**src/rtl/dram_seq_pkg.sv**
```systemverilog
package dram_seq_pkg;

  typedef enum logic [3:0] {
    S_IDLE,
    S_TP,
    S_TR,
    S_TC1,
    S_TW,
    S_TC2,
    S_TI,
    S_TX,
    S_RFP,
    S_RFC,
    S_RFR
  } seq_state_t;

endpackage

```
**src/rtl/dram_seq_ctrl.sv**
```systemverilog
module dram_seq_ctrl
  import dram_seq_pkg::*;
#(
  parameter int MA_W   = 13,
  parameter int COL_W  = 10,
  parameter int N_AREA = 4,
  localparam int AREA_W = $clog2(N_AREA),
  localparam int ADDR_W = MA_W + COL_W
) (
  input  logic              clk,
  input  logic              rst_n,
  input  logic              req_valid,
  input  logic              req_dram,
  input  logic [AREA_W-1:0] req_area,
  input  logic              req_write,
  input  logic              req_ub,
  input  logic              req_lb,
  input  logic [ADDR_W-1:0] req_addr,
  input  logic              req_csel,
  input  logic [N_AREA-1:0] wait_en,
  input  logic              wait_req,
  input  logic              rfsh_req,
  output seq_state_t        state,
  output logic [AREA_W-1:0] lat_area,
  output logic              lat_write,
  output logic              lat_ub,
  output logic              lat_lb,
  output logic [ADDR_W-1:0] lat_addr,
  output logic              lat_csel
);

  seq_state_t nxt;
  logic       lat_wen;
  logic       need_idle;

  // named acceptance events
  logic in_idle, rf_take, acc_take, dram_take;
  assign in_idle   = (state == S_IDLE);
  assign rf_take   = in_idle && rfsh_req;
  assign acc_take  = in_idle && !rfsh_req && req_valid;
  assign dram_take = acc_take && req_dram;

  always_comb begin
    nxt = state;
    unique case (state)
      S_IDLE: begin
        if (rf_take)       nxt = S_RFP;
        else if (acc_take) nxt = req_dram ? S_TP : (need_idle ? S_TI : S_TX);
      end
      S_TP:  nxt = S_TR;
      S_TR:  nxt = S_TC1;
      S_TC1: nxt = (lat_wen && wait_req) ? S_TW : S_TC2;
      S_TW:  nxt = wait_req ? S_TW : S_TC2;
      S_TC2: nxt = S_IDLE;
      S_TI:  nxt = S_TX;
      S_TX:  nxt = S_IDLE;
      S_RFP: nxt = S_RFC;
      S_RFC: nxt = S_RFR;
      S_RFR: nxt = S_IDLE;
      default: nxt = S_IDLE;
    endcase
  end

  always_ff @(posedge clk or negedge rst_n) begin
    if (!rst_n) begin
      state     <= S_IDLE;
      need_idle <= 1'b0;
      lat_area  <= '0;
      lat_write <= 1'b0;
      lat_ub    <= 1'b0;
      lat_lb    <= 1'b0;
      lat_addr  <= '0;
      lat_csel  <= 1'b0;
      lat_wen   <= 1'b0;
    end else begin
      state     <= nxt;
      need_idle <= (state == S_TC2) && lat_csel;
      if (dram_take) begin
        lat_area  <= req_area;
        lat_write <= req_write;
        lat_ub    <= req_ub;
        lat_lb    <= req_lb;
        lat_addr  <= req_addr;
        lat_wen   <= wait_en[req_area];
      end
      if (dram_take || rf_take) lat_csel <= req_csel;
    end
  end

  // a wait state is entered only after a sampled wait request
  assert_wait_entry_R4: assert property (@(posedge clk) disable iff (!rst_n)
    (state == S_TW) |-> $past(wait_req));

  // the wait state is left only once the request was sampled low
  assert_wait_exit_R4: assert property (@(posedge clk) disable iff (!rst_n)
    ($past(state) == S_TW && state == S_TC2) |-> !$past(wait_req));

  // no wait state under a disabled area
  assert_no_wait_gated_R5: assert property (@(posedge clk) disable iff (!rst_n)
    (state == S_TW) |-> lat_wen);

  // no hand-off directly after a write-strobe-pin access
  assert_idle_inserted_R9: assert property (@(posedge clk) disable iff (!rst_n)
    (state == S_TX) |-> !($past(state, 2) == S_TC2 && $past(lat_csel, 2)));

  // row state always follows precharge
  assert_tp_then_tr_R1: assert property (@(posedge clk) disable iff (!rst_n)
    (state == S_TP) |=> (state == S_TR));

endmodule

```
**src/rtl/dram_seq_pins.sv**
```systemverilog
module dram_seq_pins
  import dram_seq_pkg::*;
#(
  parameter int MA_W   = 13,
  parameter int COL_W  = 10,
  parameter int N_AREA = 4,
  localparam int AREA_W = $clog2(N_AREA),
  localparam int ADDR_W = MA_W + COL_W
) (
  input  logic              clk,
  input  logic              rst_n,
  input  seq_state_t        state,
  input  logic [AREA_W-1:0] lat_area,
  input  logic              lat_write,
  input  logic              lat_ub,
  input  logic              lat_lb,
  input  logic [ADDR_W-1:0] lat_addr,
  input  logic              lat_csel,
  output logic              req_ready,
  output logic [N_AREA-1:0] ras_n,
  output logic              pcas_hi_n,
  output logic              pcas_lo_n,
  output logic              wstb_hi_n,
  output logic              wstb_lo_n,
  output logic              we_n,
  output logic              rfsh_n,
  output logic [MA_W-1:0]   ma,
  output logic              data_oe,
  output logic              acc_done,
  output logic              rf_done,
  output logic              ext_go
);

  function automatic logic [MA_W-1:0] row_of(input logic [ADDR_W-1:0] a);
    return a[ADDR_W-1 -: MA_W];
  endfunction

  function automatic logic [MA_W-1:0] col_of(input logic [ADDR_W-1:0] a);
    return MA_W'(a[COL_W-1:0]);
  endfunction

  function automatic logic [N_AREA-1:0] area_dec(input logic [AREA_W-1:0] idx);
    return N_AREA'(1) << idx;
  endfunction

  // named phase wires
  logic ph_row, ph_col, ph_rf, cas_hi, cas_lo;
  assign ph_row = (state == S_TP) || (state == S_TR);
  assign ph_col = (state == S_TC1) || (state == S_TW) || (state == S_TC2);
  assign ph_rf  = (state == S_RFP) || (state == S_RFC) || (state == S_RFR);

  assign cas_hi = ((state == S_TC2) && lat_ub) || (state == S_RFC) || (state == S_RFR);
  assign cas_lo = ((state == S_TC2) && lat_lb) || (state == S_RFC) || (state == S_RFR);

  always_comb begin
    if (state == S_TR || ph_col) ras_n = ~area_dec(lat_area);
    else if (state == S_RFR)     ras_n = '0;
    else                         ras_n = '1;
  end

  assign pcas_hi_n = !(cas_hi && !lat_csel);
  assign pcas_lo_n = !(cas_lo && !lat_csel);
  assign wstb_hi_n = !(cas_hi && lat_csel);
  assign wstb_lo_n = !(cas_lo && lat_csel);

  assign we_n    = !(lat_write && ph_col);
  assign data_oe = lat_write && ph_col;
  assign rfsh_n  = !ph_rf;
  assign ma      = ph_row ? row_of(lat_addr) : (ph_col ? col_of(lat_addr) : '0);

  assign req_ready = (state == S_IDLE);
  assign acc_done  = (state == S_TC2);
  assign rf_done   = (state == S_RFR);
  assign ext_go    = (state == S_TX);

  // outside refresh at most one row strobe is active
  assert_one_row_R2: assert property (@(posedge clk) disable iff (!rst_n)
    rfsh_n |-> ($countones(~ras_n) <= 1));

  // the two column strobe pairs never act together
  assert_pair_exclusive_R6: assert property (@(posedge clk) disable iff (!rst_n)
    !((!pcas_hi_n || !pcas_lo_n) && (!wstb_hi_n || !wstb_lo_n)));

  // a column strobe needs an active row strobe or a refresh
  assert_cas_under_ras_R6: assert property (@(posedge clk) disable iff (!rst_n)
    (!pcas_hi_n || !pcas_lo_n || !wstb_hi_n || !wstb_lo_n) |-> (!rfsh_n || ras_n != '1));

  // write enable only with driven data and never during refresh
  assert_we_quiet_R7: assert property (@(posedge clk) disable iff (!rst_n)
    !we_n |-> (rfsh_n && data_oe));

  // refresh begins only from the idle state
  assert_rfsh_from_idle_R8: assert property (@(posedge clk) disable iff (!rst_n)
    $fell(rfsh_n) |-> $past(req_ready));

endmodule

```
**src/rtl/dram_cycle_seq.sv**
```systemverilog
module dram_cycle_seq
  import dram_seq_pkg::*;
#(
  parameter int MA_W   = 13,
  parameter int COL_W  = 10,
  parameter int N_AREA = 4,
  localparam int AREA_W = $clog2(N_AREA),
  localparam int ADDR_W = MA_W + COL_W
) (
  input  logic              clk,
  input  logic              rst_n,
  input  logic              req_valid,
  input  logic              req_dram,
  input  logic [AREA_W-1:0] req_area,
  input  logic              req_write,
  input  logic              req_ub,
  input  logic              req_lb,
  input  logic [ADDR_W-1:0] req_addr,
  input  logic              req_csel,
  input  logic [N_AREA-1:0] wait_en,
  input  logic              wait_req,
  input  logic              rfsh_req,
  output logic              req_ready,
  output logic [N_AREA-1:0] ras_n,
  output logic              pcas_hi_n,
  output logic              pcas_lo_n,
  output logic              wstb_hi_n,
  output logic              wstb_lo_n,
  output logic              we_n,
  output logic              rfsh_n,
  output logic [MA_W-1:0]   ma,
  output logic              data_oe,
  output logic              acc_done,
  output logic              rf_done,
  output logic              ext_go
);

  seq_state_t        state;
  logic [AREA_W-1:0] lat_area;
  logic              lat_write, lat_ub, lat_lb, lat_csel;
  logic [ADDR_W-1:0] lat_addr;

  dram_seq_ctrl #(.MA_W(MA_W), .COL_W(COL_W), .N_AREA(N_AREA)) u_ctrl (
    .clk(clk), .rst_n(rst_n),
    .req_valid(req_valid), .req_dram(req_dram), .req_area(req_area),
    .req_write(req_write), .req_ub(req_ub), .req_lb(req_lb),
    .req_addr(req_addr), .req_csel(req_csel), .wait_en(wait_en),
    .wait_req(wait_req), .rfsh_req(rfsh_req),
    .state(state), .lat_area(lat_area), .lat_write(lat_write),
    .lat_ub(lat_ub), .lat_lb(lat_lb), .lat_addr(lat_addr), .lat_csel(lat_csel)
  );

  dram_seq_pins #(.MA_W(MA_W), .COL_W(COL_W), .N_AREA(N_AREA)) u_pins (
    .clk(clk), .rst_n(rst_n),
    .state(state), .lat_area(lat_area), .lat_write(lat_write),
    .lat_ub(lat_ub), .lat_lb(lat_lb), .lat_addr(lat_addr), .lat_csel(lat_csel),
    .req_ready(req_ready), .ras_n(ras_n),
    .pcas_hi_n(pcas_hi_n), .pcas_lo_n(pcas_lo_n),
    .wstb_hi_n(wstb_hi_n), .wstb_lo_n(wstb_lo_n),
    .we_n(we_n), .rfsh_n(rfsh_n), .ma(ma), .data_oe(data_oe),
    .acc_done(acc_done), .rf_done(rf_done), .ext_go(ext_go)
  );

endmodule

```
**config.mk**
```make
export PLATFORM = sky130hd
export DESIGN_NAME = dram_cycle_seq
export DESIGN_NICKNAME = d
export VERILOG_FILES = /design/src/rtl/dram_seq_pkg.sv /design/src/rtl/dram_seq_ctrl.sv /design/src/rtl/dram_seq_pins.sv /design/src/rtl/dram_cycle_seq.sv
export SDC_FILE = /design/constraint.sdc
export NUM_CORES = 1
export LEC_CHECK = 0
export BUFFER_PORTS_ARGS = -buffer_cell sky130_fd_sc_hd__buf_2
export CORE_MARGIN = 2
export CORE_UTILIZATION = 55
export CTS_BUF_LIST = sky130_fd_sc_hd__clkbuf_4
export DETAILED_ROUTE_END_ITERATION = 6
export GPL_TIMING_DRIVEN = 1
export PLACE_DENSITY = 0.95
export SYNTH_ARGS = -nofsm -noshare
export SYNTH_HDL_FRONTEND = slang
export SYNTH_SLANG_ARGS = --single-unit
```
**constraint.sdc**
```tcl
create_clock -name clk -period 3.75 [get_ports clk]
set_input_delay 0.1875 -clock clk [delete_from_list [all_inputs] [get_ports clk]]
set_output_delay 0.1875 -clock clk [all_outputs]
set_load 0.02 [all_outputs]
```
==> results of run 1 <==
==> power by group through the flow <==
| stage | clock network [W] | registers (W) | logic [W] |
|---|---|---|---|
| 2_1_floorplan | 0 | 0.000641 | 0.000703 |
| 3_5_place_dp | 0 | 0.000718 | 0.000852 |
| 5_1_grt | 0.000215 | 0.000739 | 0.000920 |
| 3_3_place_gp | 0 | 0.000707 | 0.000830 |
| 4_1_cts | 0.000197 | 0.000712 | 0.000855 |
| 6_report | 0.000190 | 0.000712 | 0.000845 |
==> cell usage after synthesis (4+ instances only) <==
library cell,instances,area share
nor3_1,4,0.011
dfrtp_1,35,0.49
mux2_4,10,0.083
and2_1,5,0.017
a21oi_1,11,0.031
buf_4,4,0.017
nor2_1,6,0.012
mux2_2,20,0.12
nand2b_1,7,0.024
a22o_1,10,0.049
nand2_1,4,0.0083
inv_1,5,0.010
==> cell families (layout without fill, tap and decap cells) <==
group | Yosys count | count (layout) | synth area share
xor gates and xnor gates | 2 | 2 | 0.00972
buffers and inverters | 14 | 81 | 0.0520
muxes | 31 | 31 | 0.221
DFF | 35 | 35 | 0.486
AOI/OAI and AO/OA | 30 | 30 | 0.112
and+or+nand+nor | 37 | 37 | 0.120
==> final timing paths <==
kind	endpoint	slack, ps
setup / recovery	ma[3]	1310
hold / removal	u_ctrl.lat_write	70
setup reg to reg	u_ctrl.lat_addr[11]	1810
hold reg to reg	u_ctrl.lat_addr[12]	520
max in group asynchronous	u_ctrl.state[2]	2810
min in group asynchronous	u_ctrl.lat_csel	450
==> metal layers <==
metal  GRT usage  part of all wire  vias to the layer above
met5           0                 0                        -
met4      0.0373            0.0070                        0
met3      0.0840             0.075                        3
met2       0.357              0.50                       45
met1       0.269              0.42                      644
li1            -                 -                      662
==> repair_timing <==
| action | CTS | global route |
|---|---|---|
| endpoints found under the hold margin | 35 | 0 |
| hold buffers | 1 | 0 |
| gates resized for setup | 0 | 0 |
==> per-stage QoR <==
stage                util  setup slack, ps  hold slack [ps]
finish              0.711             1310             73.5
global route        0.711             1150             43.4
CTS                 0.711             1300             59.3
detailed placement  0.691             1710              298
global placement    0.691             1750              297
floorplan               -             1960             -108
==> registers in the layout, summed over array words and instances (netlist names) <==
register	cells
u_ctrl.need_idle	1
u_ctrl.lat_area	2
u_ctrl.lat_wen	1
u_ctrl.state	4
u_ctrl.lat_lb	1
u_ctrl.lat_ub	1
u_ctrl.lat_addr	23
u_ctrl.lat_csel	1
u_ctrl.lat_write	1
==> cell type report <==
type	instances	area, sq um	area share
clock buffer	5	37.5	0.0171
clock inverter	3	15.0	0.00686
inverter	5	18.8	0.00857
multi-input combinational	100	840	0.383
sequential	35	876	0.400
tap	44	55.1	0.0251
timing repair buffer	68	348	0.159
==> worst reg2reg max path, stage by stage, from the launching register on <==
cell     delay [ps]
dfrtp_1         560
nor2_2          220
nand2_2         110
nor3_4          160
buf_4           380
mux2_2          420
==> out/qor.txt, run 1 <==
Hold Crit Start -> req_write
Die Wd -> 61.3 um
P_int -> 0.00103 W
Switching power -> 0.000717 W
CTS Root Cell -> clkbuf_4
Final Power -> 0.00175 W
Pleak -> 1.05 nW
WL per Instance -> 13.7 um
Initial cell density of the core -> 0.586
CP Class -> flop to output pin
Input/output buffers -> 66
Cell Rows -> 20
Via count -> 1,354
Hold WC Path Type -> primary input to flop
Worst VDD drop -> 501 uV
Antenna violations before repair -> 0
CP Buf/Inv Count -> 1
Non-filler instance count after layout -> 260
Worst rel slew slack -> 0.458
Fin crit period -> 2440 ps
Mapped Area -> 1800 sq um
Worst-path maximum fanout -> 12
CTS Buffer Depth -> 2
RSZ-0062 raised after global routing -> no
Hold path cells -> 2
CTS tree -> built
Clock transition at path regs -> 110 ps
Synth Flop Type -> dfrtp_1
Status -> finished, final reports clean
Crit path DAT -> 2250 ps
Critical path startpoint category -> flop
Achievable Freq -> 410 MHz
Slowest CP cell -> dfrtp_1
Reg2reg path depth -> 5
Final Skew -> 11.6 ps
Synth cell types -> 31
Period utilisation layout -> 0.650
FF+latch count, synth -> 35
Max-slew violation count -> 0
Fraction of registers with async set/reset -> 1.00
Synthesized Nets -> 188
Max-capacitance violation count -> 0
N_diodes -> 0
Vert. Die Dim -> 61.3 um
Crit-path cells -> nand2_1 -> or2_2 -> a21oi_2 -> a22o_1 -> buf_2
Post-synth EDFFs -> 0
Placed Instance Area -> 2130 sq um
Sequential Power Share -> 0.407
Reg2reg start -> u_ctrl.state[3]
Critical path's top delay family -> compound AO/OA/AOI/OAI gates
Pin count of the biggest net entering global routing -> 36
All-layer global routing usage -> 0.214
Core footprint -> 3080 sq um
Req. time, crit path -> 3560 ps
First-pass GRT wire length -> 5.71 mm
Share of post-route cells with drive strength above 1 -> 0.528
Post-CTS Setup Inserts -> 0
Final Wtd Congestion -> 0.886
First-pass detailed-route iteration total -> 4
Total clock buffers created by CTS -> 5
Max stage delay on crit path -> 590 ps
Power Density -> 798 nW/um^2
# setup viols final -> 0
DRC viols -> 0
CTS H-tree depth -> 2
WP depth -> 5
Commonest non-fill, non-tap cell in the layout -> buf_2
Total routed wirelength -> 3.55 mm
Die Footprint -> 3750 sq um
Most frequent cells in the layout -> buf_2, dfrtp_1, mux2_2, a21oi_1
Final hold viol count -> 0
Post-route ant nets -> 0
Vias in the first global route -> 1,304
Drt via density -> 5.21
Final Instance Area -> 2190 sq um
Clock sinks -> 35
Grt ovf -> 0
Placed cells -> 251
Hpwl dp -> 2.68 mm
Setup_tns -> 0 ps
Sequential share of the synthesized area -> 0.486
Synth Instances -> 149
Logic pwr share -> 0.484
Boundary pin count -> 67
Worst-Margin Slew -> 808 ps
Worst setup path start -> u_ctrl.state[1]
Area Growth Syn to Fin -> 21.4%
Iter 0 DRT Violations -> 37
Crit path capture type -> output pin
Clk pwr share -> 0.109
Yosys Warn Count -> 0
Avg Synthesized Cell Area -> 12.1 sq um
Clk Latency, worst-skew pair -> 330 ps
Switching Fraction -> 0.411
Final nets -> 254
Filler instances -> 256
(Power assumes the default switching activity.)
==> run 2, diff against run 1 <==
--- a/config.mk
+++ b/config.mk
@@ -7,11 +7,11 @@
 export LEC_CHECK = 0
 export BUFFER_PORTS_ARGS = -buffer_cell sky130_fd_sc_hd__buf_2
 export CORE_MARGIN = 2
-export CORE_UTILIZATION = 55
+export CORE_UTILIZATION = 51
 export CTS_BUF_LIST = sky130_fd_sc_hd__clkbuf_4
 export DETAILED_ROUTE_END_ITERATION = 6
 export GPL_TIMING_DRIVEN = 1
-export PLACE_DENSITY = 0.95
+export PLACE_DENSITY = 0.93
 export SYNTH_ARGS = -nofsm -noshare
 export SYNTH_HDL_FRONTEND = slang
 export SYNTH_SLANG_ARGS = --single-unit
==> constraint.sdc (replaced) <==
create_clock -name clk -period 2.5 [get_ports clk]
set_input_delay 0.125 -clock clk [delete_from_list [all_inputs] [get_ports clk]]
set_output_delay 0.125 -clock clk [all_outputs]
set_load 0.02 [all_outputs]
==> run 2 against run 1 <==
Compared with the run above: power increased by 54%; sequential cell count unchanged; final area increased by 5.2%; highest routed layer unchanged; non-clock buffer count increased by 10; die area increased by 7.3%; largest cell class unchanged; largest power group unchanged; count of clock-buffer cells in the layout increased by 1; via count increased by 3.9%; setup slack got worse by 1100 ps; wire length increased by 10%; combinational power increased by 59%; cell count increased by 4.6%.
==> out/qor.txt, run 2 (synthesized netlist as in run 1, its figures left out) <==
Post-route ant nets -> 0
Hold WC Path Type -> primary input to flop
Reg2reg path depth -> 5
R2r setup slk -> 500 ps
Period utilisation layout -> 0.899
Grt ovf -> 0
Iter 0 DRT Violations -> 66
Worst Hold End -> u_ctrl.lat_addr[8]
DRC viols -> 0
Share of post-route cells with drive strength above 1 -> 0.509
Core footprint -> 3360 sq um
Max-capacitance violation count -> 0
Worst-Margin Slew -> 764 ps
Crit path capture type -> output pin
Area Growth Syn to Fin -> 27.8%
Clk pwr share -> 0.110
Hpwl dp -> 2.72 mm
Clock transition at path regs -> 110 ps
Switching power -> 0.00111 W
Achievable Freq -> 445 MHz
Clock sinks -> 35
Req. time, crit path -> 2380 ps
Crit path DAT -> 2120 ps
Boundary pin count -> 67
Via count -> 1,407
First-pass GRT wire length -> 6.50 mm
Final Instance Area -> 2300 sq um
Fin crit period -> 2250 ps
Commonest non-fill, non-tap cell in the layout -> buf_2
Status -> finished, final reports clean
CTS Root Cell -> clkbuf_4
Initial cell density of the core -> 0.536
CTS H-tree depth -> 2
Placed Instance Area -> 2140 sq um
RSZ-0062 raised after global routing -> no
CTS tree -> built
Worst reg2reg endpoint -> u_ctrl.lat_addr[0]
Hold path cells -> 2
Final Skew -> 11.7 ps
Reg with most FFs -> u_ctrl.lat_addr
Top flop regs -> u_ctrl.lat_addr: 23 flops, u_ctrl.state: 4 flops, u_ctrl.lat_area: 2 flops
Pleak -> 1.10 nW
CP Class -> flop to output pin
WL per Instance -> 14.4 um
Power Density -> 1170 nW/um^2
Reg2reg start -> u_ctrl.state[2]
N_diodes -> 0
WHS -> 19.2 ps
Placed cells -> 254
CTS Buffer Depth -> 2
All-layer global routing usage -> 0.210
Drt via density -> 5.17
Die Wd -> 63.5 um
Final hold viol count -> 0
Total routed wirelength -> 3.92 mm
Max-slew violation count -> 0
Setup_tns -> 0 ps
Cell Rows -> 21
Clk Latency, worst-skew pair -> 340 ps
Critical path startpoint category -> flop
Hold Crit Start -> req_addr[8]
Logic pwr share -> 0.499
First-pass detailed-route iteration total -> 4
# setup viols final -> 0
Antenna violations before repair -> 0
Input/output buffers -> 66
Non-filler instance count after layout -> 272
Total clock buffers created by CTS -> 5
Vias in the first global route -> 1,411
Worst rel slew slack -> 0.490
Switching Fraction -> 0.412
Most frequent cells in the layout -> buf_2, dfrtp_1, mux2_2, a21oi_1
Worst VDD drop -> 621 uV
Worst-path maximum fanout -> 12
Max reg flops -> 23
Sequential Power Share -> 0.391
Final Wtd Congestion -> 0.879
Pin count of the biggest net entering global routing -> 36
Final nets -> 264
Vert. Die Dim -> 63.5 um
Die Footprint -> 4030 sq um
Worst setup path start -> u_ctrl.state[1]
P_int -> 0.00158 W
[run 2: layer usage]
| layer | global-route usage | part of all wire |
|---|---|---|
| met1 | 0.277 | 0.45 |
| met2 | 0.330 | 0.47 |
| met3 | 0.0625 | 0.064 |
| met4 | 0.0734 | 0.014 |
| met5 | 0 | 0 |
[run 2: area by class of cell]
class | count | area (sq um)
Inverter | 5 | 18.8
Clock buffer | 6 | 45.0
Multi-Input combinational cell | 100 | 853
Timing Repair Buffer | 78 | 445
Sequential cell | 35 | 876
Tap cell | 46 | 57.6
Clock inverter | 2 | 7.51
Fill cell | 286 | 1060
[run 2: power by group through the flow]
| stage | combinational, W | clock (W) | sequential [W] |
|---|---|---|---|
| after floorplan | 0.00105 | 0 | 0.000961 |
| after global placement | 0.00128 | 0 | 0.00104 |
| after detailed placement | 0.00132 | 0 | 0.00105 |
| after CTS | 0.00133 | 0.000309 | 0.00105 |
| after global routing | 0.00146 | 0.000333 | 0.00109 |
| final | 0.00134 | 0.000296 | 0.00105 |
[run 2: how the worst max path moves through the flow]
stage                end  slack [ps]
2_1_floorplan  pcas_hi_n         770
3_3_place_gp       ma[4]         600
3_5_place_dp       ma[1]         510
4_1_cts            ma[1]         120
5_1_grt            ma[1]          80
6_report           ma[1]         250
[run 2: critical path, cell delays in order (launching register included)]
cell and delay, ps:
dfrtp_1 580, nand2_1 150, or2_2 340, a21oi_4 340
a22o_1 200, buf_2 160
[run 2: stage by stage]
stage / util / worst slack, ps / power, W
finish: 0.685 / 252 / 0.00269
global route: 0.685 / 82.6 / 0.00289
CTS: 0.681 / 116 / 0.00269
detailed placement: 0.635 / 506 / 0.00237
global placement: 0.635 / 596 / 0.00232
floorplan: - / 768 / 0.00202
[run 2: timing repair]
item / in CTS / in global routing
endpoints found under the setup margin: 0 / 11
hold buffers: 10 / 0
hold endpoints to repair: 44 / 0
setup buffers: 0 / 0
gates resized for setup: 0 / 2
